===== config.mk =====
export PLATFORM = sky130hd
export DESIGN_NAME = pbus_write_seq
export DESIGN_NICKNAME = d
export VERILOG_FILES = /design/src/rtl/pbw_pkg.sv /design/src/rtl/pbw_phase_timer.sv /design/src/rtl/pbw_byte_lane.sv /design/src/rtl/pbus_write_seq.sv
export SDC_FILE = /design/constraint.sdc
export NUM_CORES = 1
export LEC_CHECK = 0
export BUFFER_PORTS_ARGS = -buffer_cell sky130_fd_sc_hd__buf_2
export CAP_MARGIN = 20
export CORE_MARGIN = 10
export CORE_UTILIZATION = 56
export CTS_CLUSTER_SIZE = 24
export DETAILED_ROUTE_END_ITERATION = 10
export GPL_TIMING_DRIVEN = 0
export MAX_ROUTING_LAYER = met4
export PLACE_DENSITY = 0.84
export SLEW_MARGIN = 5
export SYNTH_ARGS = -nofsm -noshare
export SYNTH_HDL_FRONTEND = slang
export SYNTH_SLANG_ARGS = --single-unit

===== constraint.sdc =====
create_clock -name clk -period 3.4 [get_ports clk]
set_clock_uncertainty 0.05 [all_clocks]
set_input_delay 1.02 -clock clk [delete_from_list [all_inputs] [get_ports clk]]
set_output_delay 1.02 -clock clk [all_outputs]
set_load 0.1 [all_outputs]

===== src/rtl/pbw_pkg.sv =====
package pbw_pkg;

   typedef enum logic [1:0] {
      ST_IDLE  = 2'd0,
      ST_LOW   = 2'd1,
      ST_HIGH  = 2'd2,
      ST_FETCH = 2'd3
   } pbw_state_t;

   function automatic int unsigned pbw_max(input int unsigned a, input int unsigned b);
      return (a > b) ? a : b;
   endfunction

endpackage


===== src/rtl/pbw_phase_timer.sv =====
module pbw_phase_timer #(
   parameter int unsigned STROBE_LO = 2,
   parameter int unsigned STROBE_HI = 2
) (
   input  logic clk,
   input  logic rst_n,
   input  logic clr,
   input  logic phase_hi,
   output logic expire
);
   localparam int unsigned MAXC = pbw_pkg::pbw_max(STROBE_LO, STROBE_HI);
   localparam int unsigned CW   = $clog2(MAXC + 1);

   if (STROBE_LO < 1) begin : g_bad_lo
      $error("STROBE_LO must be at least 1");
   end
   if (STROBE_HI < 1) begin : g_bad_hi
      $error("STROBE_HI must be at least 1");
   end

   logic [CW-1:0] cnt;

   always_ff @(posedge clk or negedge rst_n) begin
      if (!rst_n)   cnt <= '0;
      else if (clr) cnt <= '0;
      else          cnt <= cnt + 1'b1;
   end

   if (STROBE_LO == STROBE_HI) begin : g_same
      logic unused_phase;
      assign unused_phase = phase_hi;
      assign expire = (cnt == CW'(STROBE_LO - 1));
   end else begin : g_split
      assign expire = phase_hi ? (cnt == CW'(STROBE_HI - 1))
                               : (cnt == CW'(STROBE_LO - 1));
   end

   // the counter never runs past the longer phase
   a_r3_cnt_bound: assert property (@(posedge clk) disable iff (!rst_n)
      cnt < CW'(MAXC));

endmodule


===== src/rtl/pbw_byte_lane.sv =====
module pbw_byte_lane #(
   parameter int unsigned DW = 8
) (
   input  logic          clk,
   input  logic          rst_n,
   input  logic          ld_first,
   input  logic          ld_second,
   input  logic          item_wide,
   input  logic [2*DW-1:0] item_data,
   output logic [DW-1:0] bus_q
);
   if (DW < 1) begin : g_bad_dw
      $error("DW must be at least 1");
   end

   logic [DW-1:0] spare;
   logic [DW-1:0] lane_q;

   always_ff @(posedge clk or negedge rst_n) begin
      if (!rst_n) begin
         lane_q <= '0;
         spare  <= '0;
      end else if (ld_first) begin
         lane_q <= item_wide ? item_data[2*DW-1:DW] : item_data[DW-1:0];
         spare  <= item_data[DW-1:0];
      end else if (ld_second) begin
         lane_q <= spare;
      end
   end

   // one output line per bit, line i carries bit i
   for (genvar i = 0; i < int'(DW); i++) begin : g_line
      assign bus_q[i] = lane_q[i];
   end

   a_r6_one_load: assert property (@(posedge clk) disable iff (!rst_n)
      !(ld_first && ld_second));

endmodule


===== src/rtl/pbus_write_seq.sv =====
module pbus_write_seq #(
   parameter int unsigned DW        = 8,
   parameter int unsigned STROBE_LO = 2,
   parameter int unsigned STROBE_HI = 2
) (
   input  logic          clk,
   input  logic          rst_n,
   input  logic          in_valid,
   output logic          in_ready,
   input  logic          in_first,
   input  logic          in_wide,
   input  logic          in_last,
   input  logic [2*DW-1:0] in_payload,
   output logic          busy,
   output logic          cs_n,
   output logic          wr_n,
   output logic          rd_n,
   output logic          is_data,
   output logic [DW-1:0] bus_d
);
   import pbw_pkg::*;

   pbw_state_t state;
   logic cs_q, wr_q, dat_q, half_pend, last_seen;
   logic accept, expire, t_clr, ld_first, ld_second;

   assign in_ready = (state == ST_IDLE) || (state == ST_FETCH);
   assign accept   = in_valid && in_ready;
   assign busy     = (state != ST_IDLE);

   assign ld_first  = accept && ((state == ST_FETCH) || in_first);
   assign ld_second = (state == ST_HIGH) && expire && half_pend;
   assign t_clr     = !(((state == ST_LOW) || (state == ST_HIGH)) && !expire);

   pbw_phase_timer #(.STROBE_LO(STROBE_LO), .STROBE_HI(STROBE_HI)) timer_i (
      .clk      (clk),
      .rst_n    (rst_n),
      .clr      (t_clr),
      .phase_hi (state == ST_HIGH),
      .expire   (expire)
   );

   pbw_byte_lane #(.DW(DW)) lane_i (
      .clk       (clk),
      .rst_n     (rst_n),
      .ld_first  (ld_first),
      .ld_second (ld_second),
      .item_wide ((state == ST_FETCH) && in_wide),
      .item_data (in_payload),
      .bus_q     (bus_d)
   );

   always_ff @(posedge clk or negedge rst_n) begin
      if (!rst_n) begin
         state     <= ST_IDLE;
         cs_q      <= 1'b1;
         wr_q      <= 1'b1;
         dat_q     <= 1'b1;
         half_pend <= 1'b0;
         last_seen <= 1'b0;
      end else begin
         case (state)
            ST_IDLE: if (accept && in_first) begin
               state     <= ST_LOW;
               cs_q      <= 1'b0;
               dat_q     <= 1'b0;
               wr_q      <= 1'b0;
               half_pend <= 1'b0;
               last_seen <= in_last;
            end
            ST_LOW: if (expire) begin
               wr_q  <= 1'b1;
               state <= ST_HIGH;
            end
            ST_HIGH: if (expire) begin
               if (half_pend) begin
                  half_pend <= 1'b0;
                  wr_q      <= 1'b0;
                  state     <= ST_LOW;
               end else if (last_seen) begin
                  cs_q  <= 1'b1;
                  state <= ST_IDLE;
               end else begin
                  state <= ST_FETCH;
               end
            end
            ST_FETCH: if (accept) begin
               state     <= ST_LOW;
               wr_q      <= 1'b0;
               dat_q     <= 1'b1;
               half_pend <= in_wide;
               last_seen <= in_last;
            end
            default: state <= ST_IDLE;
         endcase
      end
   end

   assign cs_n    = cs_q;
   assign wr_n    = wr_q;
   assign is_data = dat_q;
   assign rd_n    = 1'b1;

   a_r11_busy_cs: assert property (@(posedge clk) disable iff (!rst_n)
      busy == !cs_n);
   a_r3_bus_hold_low: assert property (@(posedge clk) disable iff (!rst_n)
      (!wr_n && $past(!wr_n)) |-> $stable(bus_d));
   a_r3_bus_hold_rise: assert property (@(posedge clk) disable iff (!rst_n)
      $rose(wr_n) |-> $stable(bus_d));
   a_r2_cmd_open: assert property (@(posedge clk) disable iff (!rst_n)
      $fell(cs_n) |-> (!is_data && !wr_n));
   a_r4_data_level: assert property (@(posedge clk) disable iff (!rst_n)
      ($fell(wr_n) && !$fell(cs_n)) |-> is_data);
   a_r8_cs_release: assert property (@(posedge clk) disable iff (!rst_n)
      $rose(cs_n) |-> (wr_n && $past(wr_n)));
   a_r10_ready_strobe: assert property (@(posedge clk) disable iff (!rst_n)
      in_ready |-> wr_n);

endmodule


-- Word-level counts from Yosys, hierarchy flattened
Cells that the tools add are included.
- equal/unequal tests: 11
- $add $sub $neg: 1
- reductions and logical operators: 22
- multiplexer cells: 29
- operators by type and width (operator ; count):
    $mux W8 ; 3
    $mux W2 ; 7
    $mux W1 ; 13
    $ne A2 B2 Y1 const B ; 6
    $reduce_and A5 Y1 ; 2
    $pmux W2 S4 ; 1
    $reduce_and A4 Y1 ; 2
    $reduce_bool A2 Y1 ; 4
    $logic_and A1 B1 Y1 ; 7
    $pmux W1 S2 ; 3
    $eq A2 B1 Y1 const B ; 2
    $eq A2 B2 Y1 const B ; 2
    $pmux W1 S4 ; 1
    $logic_or A1 B1 Y1 ; 3
    $pmux W1 S3 ; 1
    $reduce_and A3 Y1 ; 1
    $reduce_bool A3 Y1 ; 1
    $add A2 B1 Y2 const B ; 1
    $logic_not A2 Y1 ; 1
    $ne A2 B1 Y1 const B ; 1
    $logic_not A1 Y1 ; 1
- flip-flop bits (word level): 25
- word-level logic and storage cells: 72

-- Logic depth before layout (Yosys ltp)
- depth in word-level cells: 6
- depth in mapped cells: 7
- mapped depth without buffers: 6

-- Cells and area by module
A second synthesis with hierarchy kept.
- cell total of the unflattened synthesis: 113
- area, all modules: 1361.3 um^2
- modules (own cells, without submodules) (module ; area each (um^2) ; times used ; cells each ; sequential area each (um^2)):
    pbw_byte_lane ; 784.5 ; 1 ; 52 ; 400.4
    pbus_write_seq ; 503.0 ; 1 ; 55 ; 178.9
    pbw_phase_timer ; 73.8 ; 1 ; 6 ; 50.0

-- Worst setup path before layout
OpenSTA, ideal clock, no wires.
- kind: register to output
- start: register state[0]
- end: output port in_ready
- stages on the path, launching flop included: 4
- data required time: 2330 ps
- slack: 928 ps
- arrival time: 1402 ps
- cells stage by stage: dfrtp_1 inv_1 ha_1 inv_1
- longest elaborated chain between the ends: 2
- elaborated cells between the ends (all ways): 3
- RTL lines (item ; RTL line ; source):
    start: declaration ; pbus_write_seq.sv:23 ; pbw_state_t state;
    start signal: assignment ; pbus_write_seq.sv:55 ; state <= ST_IDLE;
    start signal: assignment ; pbus_write_seq.sv:64 ; state <= ST_LOW;
    start signal: assignment ; pbus_write_seq.sv:73 ; state <= ST_HIGH;
    $eq A2 B2 Y1 / $logic_not A2 Y1 (equally long branches) ; pbus_write_seq.sv:27 ; assign in_ready = (state == ST_IDLE) || (state == ST_FETCH);
    $logic_or A1 B1 Y1 * ; pbus_write_seq.sv:27 ;
    end: declaration ; pbus_write_seq.sv:9 ; output logic in_ready,
Every way passes the cells marked *; elsewhere a longest branch is shown, timed or not.

-- Worst setup path after layout
Same ends and word-level chain as after synthesis.

==> flow_summary.ini <==
[run_status]
status = finished, final reports clean

[placement]
io_buffer_count = 34
dp_hpwl_um = 2385
place_area_mm2 = 0.001589
gp_congestion = 0.8877

[yosys]
synth_top_area_cell = dfrtp_1
async_flop_share = 1.000
syn-cell-area_mm2 = 0.001384
synth_xor_area_frac = 0
synth_area_leaders = dfrtp_1 40%, mux2i_1 7.2%, dfstp_2 5.7%, a21oi_1 5.4%, ha_1 4.5%
synth_top_family_by_area = compound AO/OA/AOI/OAI gates
synth_fp_nets = 153
ys_top_cells_by_count = 22 x dfrtp_1, 15 x a21oi_1, 10 x mux2i_1
yosysUniqueCellTypes = 31
yosys_warnings = 0
synth-edff-count = 0
avgSynthCellArea_um2 = 10.98
synthFlopType = dfrtp_1
syn_inst = 126
yosysMostFrequentCell = dfrtp_1
muxShareOfSynthArea = 0.1564
synth_top_area_frac = 0.3978
ys_ff_latch = 25
yosys.area_share.simple = 0.1311
yosys.area_share.adder = 0.04521
ys_seq_area_frac = 0.4548
synth_compound_area_frac = 0.1609

[sta]
rsz0062_at_grt = false
finalHoldViolCount = 0
maxSlewViolCount = 0
clock.fmax_mhz = 356.1
finalCritPeriodShare = 0.8259
setup_violations = 0
max_slew.worst_pin.slew_ns = 0.5562
finalCriticalPeriod_ns = 2.808
finalSetupTns_ns = 0
max_slew_margin = 0.6292

[die]
io-pin-count = 36
coreArea_mm2 = 0.002276
start_util = 0.6080
die_y_um = 69.71
die_area_mm2 = 0.004859
die_w_um = 69.71
rows = 17

[setup_path]
path_class = reg2out
r2r_cells = 5
end_kind = output pin
cp-start-kind = flop
crit_path_max_fanout = 5
crit_path_end = in_ready
cp.arrival_ns = 1.74
cp_slowest_stage_delay_ns = 0.42
timing.rr.start = state[0]
cpMostUsedCell = inv_1
cp_slowest_cell = dfrtp_1
r2r-end = last_seen
startpoint = state[0]
r2r_slack_ns = 1.54
worstPathRequired_ns = 2.33
path_cells = inv_1 > ha_1 > inv_1 > buf_2

[cells_and_area]
syn_to_final_growth_pct = 17.00
drive_gt1_frac = 0.4390
antennaDiodeCount = 0
fin_area_mm2 = 0.001619
fin_nets = 192

[route]
wirelength_um = 3166
postRouteAntennaNets = 0
drt_pre_antenna_iters = 4
drt-initial-drc-count = 36
drc = 0
via_per_inst = 5.677
num_vias = 1090
wl_per_cell_um = 16.49

[worst_hold_path]
hold_class = reg2reg
min_path_cells = 1

[clock_network]
clkLatencyLatePin_ns = 0.33
cts.clk_slew.worst_paths_ns = 0.15
cts_setup_buffers = 0
cts_root_buffer = clkbuf_4
cts_buffers = 3
cts_tree = done
clkSinkCount = 25
cts_resized = 0
cts_max_level = 1
clockBufferDepth = 2
cts-hold-fix-buffers = 0

[global_route]
grt_util_all_layers = 0.1301
grt_max_degree = 26
grt_overflow = 0
grt_pass1_vias = 1159
grt_pass1_wl_um = 5264
grt_antenna_before_repair = 0

[run]
maxCapViolCount = 0
[worst min-delay path by stage]
stage	from	endpoint
global route	timer_i.cnt[0]	timer_i.cnt[0]
global placement	timer_i.cnt[0]	timer_i.cnt[0]
floorplan	timer_i.cnt[0]	timer_i.cnt[0]
finish	timer_i.cnt[0]	timer_i.cnt[0]
CTS	timer_i.cnt[0]	timer_i.cnt[0]
detailed placement	timer_i.cnt[0]	timer_i.cnt[0]
[layout make-up]
cell class              count  area, µm²
clock buffers               3      22.52
plain buffers               6      41.29
flip-flops and latches     25      629.4
well taps                  28      35.03
fillers                   177      656.9
repair buffers             34      170.2
multi-input cells          88      686.9
clock inverters             1      7.507
inverters                   7      26.28
[cell families after synthesis]
family / count (synthesis)
AO/OA/AOI/OAI: 33
AND/OR/NAND/NOR: 30
flip-flops: 25
multiplexers: 19
buffers and inverters: 13
adder cells (fa/ha/maj): 5
other: 1
[layout by cell type (no fill, tap or decap), types with 3 or more instances in the layout]
master / instances
inv_1: 7
dfrtp_1: 22
mux2_4: 4
buf_2: 37
and3_2: 8
nor2_1: 8
clkbuf_4: 3
mux2i_1: 10
ha_1: 5
dfstp_2: 3
mux2_2: 5
nand2_1: 5
a21oi_1: 15
a211oi_1: 8
[sequential cells by signal, summed over array words and instances, names as in the netlist]
name	cells
last_seen	1
lane_i.bus_q	8
is_data	1
timer_i.cnt	2
lane_i.spare	8
cs_n	1
half_pend	1
wr_n	1
state	2
[critical path, delay by kind of cell, from the launching register on]
family                     cells  cell delay, ns
buffers and inverters          3            0.60
DFF                            1            0.42
adders and majority gates      1            0.39
[through the flow]
step | setup WS [ns] | instances | utilization | hold WS [ns]
floorplan | 0.9278 | 126 | - | 0.3583
global placement | 1.013 | 188 | 0.6982 | 0.3705
detailed placement | 0.9722 | 188 | 0.6982 | 0.3803
CTS | 0.5992 | 192 | 0.7114 | 0.3991
global route | 0.5348 | 192 | 0.7114 | 0.4237
finish | 0.5920 | 192 | 0.7114 | 0.3938
[layer usage]
metal  part of all wire  vias to the layer above  global-route usage  routed length, µm
li1                   -                      525                   -                  -
met1               0.47                      522              0.1600               1476
met2               0.46                       34              0.2006               1471
met3              0.041                        9             0.02425                131
met4              0.027                        0             0.06087                 87
met5                  0                        -                   -                  0
Power is left out: the tool's default activity adds up to more than one toggle a clock period on the data nets, which glitch-free logic cannot reach.
